===== src/rtl/pwm_fine_pkg.sv =====
package pwm_fine_pkg;

  // Prescale select codes
  typedef enum logic [1:0] {
    PS_DIV1   = 2'b00,
    PS_DIV4   = 2'b01,
    PS_DIV16  = 2'b10,
    PS_DIV16X = 2'b11
  } ps_sel_e;

  localparam int SUB_W = 2;
  localparam int PRE_W = 4;

  // Highest prescaler count before wrap, per select code
  function automatic logic [PRE_W-1:0] pre_limit(input logic [1:0] sel);
    case (sel)
      PS_DIV1:  pre_limit = 4'd0;
      PS_DIV4:  pre_limit = 4'd3;
      default:  pre_limit = 4'd15;
    endcase
  endfunction

endpackage


===== src/rtl/pwm_phase_gen.sv =====
module pwm_phase_gen
  import pwm_fine_pkg::*;
(
  input  logic             clk,
  input  logic             rst_n,
  input  logic             run,
  input  logic             adv,
  input  logic [1:0]       sel,
  output logic [SUB_W-1:0] ext,
  output logic             unit_end,
  output logic             tick
);

  logic [1:0]       phase_q;
  logic [PRE_W-1:0] pre_q;
  logic [PRE_W-1:0] lim;
  logic             phase_wrap;
  logic             pre_wrap;

  assign lim        = pre_limit(sel);
  assign phase_wrap = (phase_q == 2'd3);
  assign pre_wrap   = (pre_q >= lim);

  always_ff @(posedge clk or negedge rst_n) begin
    if (!rst_n) begin
      phase_q <= '0;
      pre_q   <= '0;
    end else if (!run) begin
      phase_q <= '0;
      pre_q   <= '0;
    end else if (adv) begin
      phase_q <= phase_q + 2'd1;
      if (phase_wrap)
        pre_q <= pre_wrap ? '0 : pre_q + 1'b1;
    end
  end

  // The sub-count and the end of each sub-count step depend on the prescale
  always_comb begin
    case (sel)
      PS_DIV1: begin
        ext      = phase_q;
        unit_end = adv;
      end
      PS_DIV4: begin
        ext      = pre_q[1:0];
        unit_end = adv && phase_wrap;
      end
      default: begin
        ext      = pre_q[3:2];
        unit_end = adv && phase_wrap && (pre_q[1:0] == 2'd3);
      end
    endcase
  end

  assign tick = run && adv && phase_wrap && pre_wrap;

endmodule


===== src/rtl/pwm_period_timer.sv =====
module pwm_period_timer #(
  parameter int TMR_W = 8
) (
  input  logic             clk,
  input  logic             rst_n,
  input  logic             run,
  input  logic             tick,
  input  logic [TMR_W-1:0] period_lim,
  output logic [TMR_W-1:0] tmr,
  output logic             boundary
);

  logic [TMR_W-1:0] tmr_q;

  assign boundary = tick && (tmr_q == period_lim);
  assign tmr      = tmr_q;

  always_ff @(posedge clk or negedge rst_n) begin
    if (!rst_n)        tmr_q <= '0;
    else if (!run)     tmr_q <= '0;
    else if (boundary) tmr_q <= '0;
    else if (tick)     tmr_q <= tmr_q + 1'b1;
  end

endmodule


===== src/rtl/pwm_duty_buf.sv =====
module pwm_duty_buf #(
  parameter int DUTY_W = 10
) (
  input  logic              clk,
  input  logic              rst_n,
  input  logic              load,
  input  logic [DUTY_W-1:0] duty_in,
  output logic [DUTY_W-1:0] duty_act
);

  always_ff @(posedge clk or negedge rst_n) begin
    if (!rst_n)    duty_act <= '0;
    else if (load) duty_act <= duty_in;
  end

endmodule


===== src/rtl/pwm_out_stage.sv =====
module pwm_out_stage #(
  parameter int TMR_W = 8,
  parameter int SUB_W = 2
) (
  input  logic                   clk,
  input  logic                   rst_n,
  input  logic                   run,
  input  logic                   boundary,
  input  logic                   unit_end,
  input  logic [TMR_W-1:0]       tmr,
  input  logic [SUB_W-1:0]       ext,
  input  logic [TMR_W+SUB_W-1:0] duty_act,
  input  logic                   duty_new_zero,
  output logic                   pwm_o
);

  localparam int DUTY_W = TMR_W + SUB_W;

  logic [DUTY_W:0] cnt_next;
  logic            clear_hit;

  // Clear on the edge where the extended count would reach the duty
  assign cnt_next  = {1'b0, tmr, ext} + 1'b1;
  assign clear_hit = unit_end && (cnt_next == {1'b0, duty_act});

  always_ff @(posedge clk or negedge rst_n) begin
    if (!rst_n)         pwm_o <= 1'b0;
    else if (!run)      pwm_o <= 1'b0;
    else if (boundary)  pwm_o <= !duty_new_zero;
    else if (clear_hit) pwm_o <= 1'b0;
  end

endmodule


===== src/rtl/pwm_fine_gen.sv =====
module pwm_fine_gen
  import pwm_fine_pkg::*;
#(
  parameter int TMR_W = 8
) (
  input  logic             clk,
  input  logic             rst_n,
  input  logic             pwm_en,
  input  logic             tmr_en,
  input  logic [TMR_W-1:0] period_lim,
  input  logic [TMR_W-1:0] duty_hi,
  input  logic [1:0]       duty_lo,
  input  logic [1:0]       presc_sel,
  output logic             pwm_out
);

  localparam int DUTY_W = TMR_W + SUB_W;

  logic [SUB_W-1:0]  ext;
  logic              unit_end;
  logic              tick;
  logic [TMR_W-1:0]  tmr_q;
  logic              boundary;
  logic [DUTY_W-1:0] duty_sw;
  logic [DUTY_W-1:0] duty_act;

  assign duty_sw = {duty_hi, duty_lo};

  pwm_phase_gen u_phase (
    .clk      (clk),
    .rst_n    (rst_n),
    .run      (pwm_en),
    .adv      (tmr_en),
    .sel      (presc_sel),
    .ext      (ext),
    .unit_end (unit_end),
    .tick     (tick)
  );

  pwm_period_timer #(.TMR_W(TMR_W)) u_timer (
    .clk        (clk),
    .rst_n      (rst_n),
    .run        (pwm_en),
    .tick       (tick),
    .period_lim (period_lim),
    .tmr        (tmr_q),
    .boundary   (boundary)
  );

  pwm_duty_buf #(.DUTY_W(DUTY_W)) u_dbuf (
    .clk      (clk),
    .rst_n    (rst_n),
    .load     (boundary),
    .duty_in  (duty_sw),
    .duty_act (duty_act)
  );

  pwm_out_stage #(.TMR_W(TMR_W), .SUB_W(SUB_W)) u_out (
    .clk           (clk),
    .rst_n         (rst_n),
    .run           (pwm_en),
    .boundary      (boundary),
    .unit_end      (unit_end),
    .tmr           (tmr_q),
    .ext           (ext),
    .duty_act      (duty_act),
    .duty_new_zero (duty_sw == '0),
    .pwm_o         (pwm_out)
  );

endmodule


===== config.mk =====
export PLATFORM = sky130hd
export DESIGN_NAME = pwm_fine_gen
export DESIGN_NICKNAME = d
export VERILOG_FILES = /design/src/rtl/pwm_fine_pkg.sv /design/src/rtl/pwm_phase_gen.sv /design/src/rtl/pwm_period_timer.sv /design/src/rtl/pwm_duty_buf.sv /design/src/rtl/pwm_out_stage.sv /design/src/rtl/pwm_fine_gen.sv
export SDC_FILE = /design/constraint.sdc
export NUM_CORES = 1
export LEC_CHECK = 0
export BUFFER_PORTS_ARGS = -buffer_cell sky130_fd_sc_hd__buf_2
export CAP_MARGIN = 25
export CORE_MARGIN = 10
export CORE_UTILIZATION = 36
export CTS_BUF_LIST = sky130_fd_sc_hd__clkbuf_4 sky130_fd_sc_hd__clkbuf_8
export DETAILED_ROUTE_END_ITERATION = 16
export PLACE_DENSITY = 0.52
export SLEW_MARGIN = 20
export SYNTH_ARGS = -nofsm -noshare
export SYNTH_HDL_FRONTEND = slang
export SYNTH_SLANG_ARGS = --single-unit

===== constraint.sdc =====
create_clock -name clk -period 2.5 [get_ports clk]
set_input_delay 0.25 -clock clk [delete_from_list [all_inputs] [get_ports clk]]
set_output_delay 0.25 -clock clk [all_outputs]
set_load 0.005 [all_outputs]

# After elaboration in Yosys (flattened, before gate mapping)
# Index checks and enable logic that the tools add are counted.
# W data, S select, Z words.
word_totals:
  elab_cells: 45
  regBits: 25
  in_bits: 24
classes:
  n_lt_le_gt_ge: 1
  mux: 15
  reduce_logical: 11
  n_eq_ne: 9
  n_addsub: 4
op_table:
  columns: ["operator", "count"]
  rows:
  - ["$mux W8", 3]
  - ["$mux W4", 4]
  - ["$add A10 B1 Y11 const B", 1]
  - ["$eq A11 B10 Y1", 1]
  - ["$logic_not A10 Y1", 1]
  - ["$add A8 B1 Y8 const B", 1]
  - ["$eq A8 B8 Y1", 1]
  - ["$pmux W4 S2", 1]
  - ["$logic_and A1 B1 Y1", 7]
  - ["$ne A3 B1 Y1 const B", 2]
  - ["$add A4 B1 Y4 const B", 1]
  - ["$eq A2 B2 Y1 const B", 2]
  - ["$ge A4 B4 Y1", 1]
  - ["$mux W2", 2]
  - ["$ne A2 B1 Y1 const B", 2]
  - ["$pmux W2 S2", 1]
  - ["$mux W1", 3]
  - ["$add A2 B1 Y2 const B", 1]
  - ["$eq A2 B1 Y1 const B", 1]
  - ["$logic_not A2 Y1", 1]
  - ["$pmux W1 S2", 1]
  - ["$reduce_and A2 Y1", 1]
  - ["$logic_not A1 Y1", 1]

# Longest topological paths before layout
depth:
  depth_word: 8
  depth_mapped: 9
  ltp_nobuf: 8

# By module
# Synthesis repeated with hierarchy kept, for this count alone.
hier_totals:
  cells_unflattened: 181
  area_unflattened_um2: 1791.7
by_module_without_submodules:
  columns: ["module", "cells_per_inst", "seq_area_each_um2", "n_inst", "area_per_inst_um2"]
  rows:
  - ["pwm_period_timer", 51, 200.2, 1, 518.0]
  - ["pwm_phase_gen", 56, 150.1, 1, 465.4]
  - ["pwm_duty_buf", 21, 250.2, 1, 411.6]
  - ["pwm_out_stage", 50, 25.0, 1, 369.1]
  - ["pwm_fine_gen", 3, 0.0, 1, 27.5]

# Worst setup path after synthesis
# Ideal clock, no wire load.
synth_path:
  kind: "register to register"
  start: "register u_phase.pre_q[1]"
  end: "register u_out.pwm_o"
  n_path_buf: 0
  period_less_slack_ns: 2.202
  path_stages_with_launch: 9
  setup_ns: 0.126
  t_arrival_ns: 2.076
  required_ns: 2.374
  path_slack_ns: 0.298
  cell_sequence: "dfrtp_1 > mux2i_1 > a21oi_1 > ha_1 > xnor2_1 > xnor2_1 > a2111oi_0 > o2111ai_1 > o32a_1"
synth_between:
  elab_chain_cells: 5
  word_cells_on_any_way: 13
synth_rtl:
  columns: ["element", "line", "source"]
  rows:
  - ["start: declaration", "pwm_phase_gen.sv:15", "logic [PRE_W-1:0] pre_q;"]
  - ["start signal: assignment", "pwm_phase_gen.sv:34", "pre_q <= pre_wrap ? '0 : pre_q + 1'b1;"]
  - ["$pmux W2 S2 (tied with other cells)", "pwm_phase_gen.sv:40", "case (sel)"]
  - ["$add A10 B1 Y11 (tied with other cells)", "pwm_out_stage.sv:23", "assign cnt_next = {1'b0, tmr, ext} + 1'b1;"]
  - ["$eq A11 B10 Y1 (tied with other cells)", "pwm_out_stage.sv:24", "assign clear_hit = unit_end && (cnt_next == {1'b0, duty_act});"]
  - ["$logic_and A1 B1 Y1 or $mux W1 (tied branches)", "pwm_out_stage.sv:24, pwm_out_stage.sv:29", null]
  - ["$ne A3 B1 Y1 (no source line) or $mux W1 (tied branches)", null, null]
  - ["end signal: assignment", "pwm_out_stage.sv:29", "else if (boundary) pwm_o <= !duty_new_zero;"]
  - ["end: declaration", "pwm_out_stage.sv:14", "output logic pwm_o"]
# Parallel ways exist; a longest one is shown, timed or not.
# A chain may end at the register's enable or synchronous reset.

# Final worst setup path
layout_path:
  start: "register u_phase.pre_q[0]"
  end: "register u_out.pwm_o"
# The elaborated chain is that of the path after synthesis.

==> flow_metrics.py <==
metrics = {
    "synthesis": {
        "synth_cells": 185,
        "synthFlopType": "dfrtp_1",
        "synth_edf_count": 0,
        "synth_seq_cells": 25,
        "seq_area_frac_synth": 0.327,
        "yosys_warnings": 0,
        "netlist_area_um2": 1910,
        "avgSynthCellArea_um2": 10.3,
        "synth_nets": 217,
        "synth.distinct_cells": 57,
        "synthArstFlopShare": 1.00,
    },
    "clock_tree": {
        "clk_latency_ps": 270,
        "cts_tree": "built",
        "clk_path_buf_depth": 2,
        "htreeDepth": 1,
        "numCtsBuffers": 3,
        "clock-sinks": 25,
        "cts_root_buf": "clkbuf_8",
        "clk_pin_slew_ps": 90,
    },
    "floorplan": {
        "core_area_um2": 5140,
        "dieHeight_um": 92.9,
        "fp-row-count": 26,
        "initial_core_util": 0.372,
        "ios": 25,
        "dieArea_um2": 8630,
        "dieWidth_um": 92.9,
    },
    "cells_and_area": {
        "diodes": 0,
        "syn_to_final_growth_pct": 14.1,
        "final_nets": 246,
        "layout-drive-gt1-share": 0.272,
        "finalNonFillerCells": 283,
    },
    "timing": {
        "hold_viol": 0,
        "period_needed_ps": 2320,
        "relSlewSlack": 0.607,
        "drv_slew": 0,
        "finClkSkew_ps": 2.04,
        "fin_ws_ps": 182,
        "tns_ps": 0,
        "tightest_slew_ps": 584,
        "fmax_mhz": 431,
        "post-route-period-util": 0.927,
        "rsz0062_at_grt": "no",
        "setup_viol": 0,
    },
    "placement": {
        "dp_hpwl_um": 3650,
        "place_congestion": 0.819,
        "pre_cts_ws_ps": 90.5,
        "io_buffers": 24,
        "dp_cells": 278,
    },
    "worst_setup_path": {
        "criticalPathCategory": "flop to flop",
        "critPathMaxStageDelay_ps": 460,
        "end_kind": "flop",
        "cp_max_fo": 6,
        "critPathBufInv": 0,
        "critPathTopFamily": "simple AND/OR/NAND/NOR gates",
        "crit_required_ps": 2670,
        "crit_chain": "mux2i_1, o21ai_2, ha_1, and3b_1, or4_1, nand3_1, nand3b_1, o32a_1",
        "worst_setup_path_start_kind": "flop",
        "r2r_slack_ps": 180,
        "slowest_stage": "dfrtp_1",
        "arrival_ps": 2480,
    },
    "global_route": {
        "grt_first_pass_wirelength_um": 8020,
        "globalRouteOverflowTotal": 0,
        "track_usage": 0.113,
        "grt_max_degree": 26,
        "grt_antenna_before_repair": 0,
        "grt_pass1_vias": 1651,
    },
    "drt": {
        "drt_wl_total_um": 4680,
        "via_per_inst": 5.47,
        "drt-pass1-iter-count": 4,
        "vias": 1548,
        "drc_errors": 0,
        "initialDrtViolationCount": 97,
        "wl_per_cell_um": 16.5,
        "ant_nets": 0,
    },
    "run": {
        "drv_cap": 0,
    },
    "power": {
        "p_leak_nw": 0.995,
        "power.density_nw_per_um2": 360,
        "irDropWorstVdd_mv": 0.157,
    },
    "worst_hold_path": {
        "hold_class": "input port to flop",
    },
    "status": {
        "outcome": "finished, final reports clean",
    },
}
cell usage in the layout, fill, tap and decap left out, drive strengths merged, types with 2 or more instances in the layout:
| cell | n |
|---|---|
| nand3 | 6 |
| inv | 4 |
| o21ai | 9 |
| and4 | 3 |
| nor2b | 3 |
| nand4 | 4 |
| mux2 | 10 |
| and2 | 3 |
| mux2i | 4 |
| nor2 | 8 |
| buf | 31 |
| a31oi | 2 |
| nor3 | 5 |
| a21o | 2 |
| nor4 | 3 |
| nand3b | 2 |
| ha | 8 |
| nand4b | 5 |
| dfrtp | 25 |
| clkbuf | 4 |
| a21oi | 6 |
| nand2 | 12 |
| a2111oi | 2 |
| a21boi | 8 |
| or4 | 4 |
| a211o | 2 |
| o21bai | 2 |
| xor2 | 13 |
| xnor2 | 7 |
timing repair:
| action | in CTS | in global routing |
|---|---|---|
| hold buffers | 1 | 0 |
| setup endpoints to repair | 0 | 2 |
| hold endpoints to repair | 20 | 0 |
| buffers inserted | 0 | 0 |
| resized for setup | 0 | 2 |
cell type report:
type                       count  area (µm²)
clock buffer                   4        48.8
fill                         528        2960
inverter                       4        15.0
multi-input combinational    148        1220
sequential                    25         626
tap                           70        87.6
timing repair buffer          32         183
stage by stage:
step / total power (W) / hold slack [ps] / cell area [µm²] / utilization
detailed placement: 0.000527 / 295 / 2120 / 0.412
finish: 0.000786 / 211 / 2180 / 0.425
CTS: 0.000790 / 212 / 2180 / 0.424
floorplan: 0.000480 / -45.6 / 1910 / -
global route: 0.000823 / 202 / 2180 / 0.425
global placement: 0.000522 / 285 / 2120 / 0.412
worst reg2reg max path, cell delays in order, from the launching register on:
cell and delay [ps]:
dfrtp_1 460, mux2i_1 190, o21ai_2 80, ha_1 260, and3b_1 200, or4_1 460
nand3_1 100, nand3b_1 120, o32a_1 340
cells by family (layout without fill, tap and decap cells):
family | count (synthesis) | in the layout | synth area share
AOI/OAI and AO/OA | 42 | 42 | 0.164
xor gates and xnor gates | 20 | 20 | 0.0954
adders and majority gates | 8 | 8 | 0.0523
buffers and inverters | 12 | 40 | 0.0372
DFF | 25 | 25 | 0.327
muxes | 14 | 14 | 0.0993
and+or+nand+nor | 64 | 64 | 0.225
final timing paths:
path / startpoint / endpoint / cells after the start
min reg2reg: u_dbuf.duty_act[1] / u_dbuf.duty_act[1] / 1
min in group asynchronous: rst_n / u_phase.phase_q[1] / 2
max reg2reg: u_phase.pre_q[0] / u_out.pwm_o / 8
min: duty_hi[3] / u_dbuf.duty_act[5] / 2
max in group asynchronous: rst_n / u_timer.tmr[6] / 2
max: u_phase.pre_q[0] / u_out.pwm_o / 8
power breakdown:
part / switching [W] / leakage [nW] / internal, W
logic: 0.0000555 / 0.621 / 0.0000454
registers: 0.00000961 / 0.347 / 0.000409
clock network: 0.000142 / 0.0262 / 0.000125
total: 0.000207 / 0.995 / 0.000579
state kept, by name, indices dropped and copies added (netlist names):
| register | cells |
|---|---|
| u_dbuf.duty_act | 10 |
| u_out.pwm_o | 1 |
| u_phase.phase_q | 2 |
| u_phase.pre_q | 4 |
| u_timer.tmr | 8 |
Yosys cell counts, drive strengths merged (2+ instances only):
master	number	share of area
dfrtp	25	0.33
xor2	13	0.063
nand2	12	0.032
mux2	10	0.078
o21ai	9	0.025
a21boi	8	0.031
ha	8	0.052
nor2	8	0.016
buf	7	0.027
xnor2	7	0.032
a21oi	6	0.016
nand3	6	0.018
nand4b	5	0.023
nor3	5	0.016
inv	4	0.0078
mux2i	4	0.021
nand4	4	0.013
or4	4	0.016
and2	3	0.011
and4	3	0.014
nor2b	3	0.0098
nor4	3	0.025
a2111oi	2	0.019
a211o	2	0.0098
a21o	2	0.0078
a31oi	2	0.0065
nand3b	2	0.0078
o21bai	2	0.0078
per-layer routing:
metal  part of all wire  track usage  routed length, µm  vias up
met3              0.041       0.0234                193        4
li1                   -            -                  -      743
met4             0.0077       0.0283                 36        0
met5                  0            0                  0        -
met2               0.49        0.196               2290       35
met1               0.46        0.138               2160      766
Power figures use the tool's default switching activity.
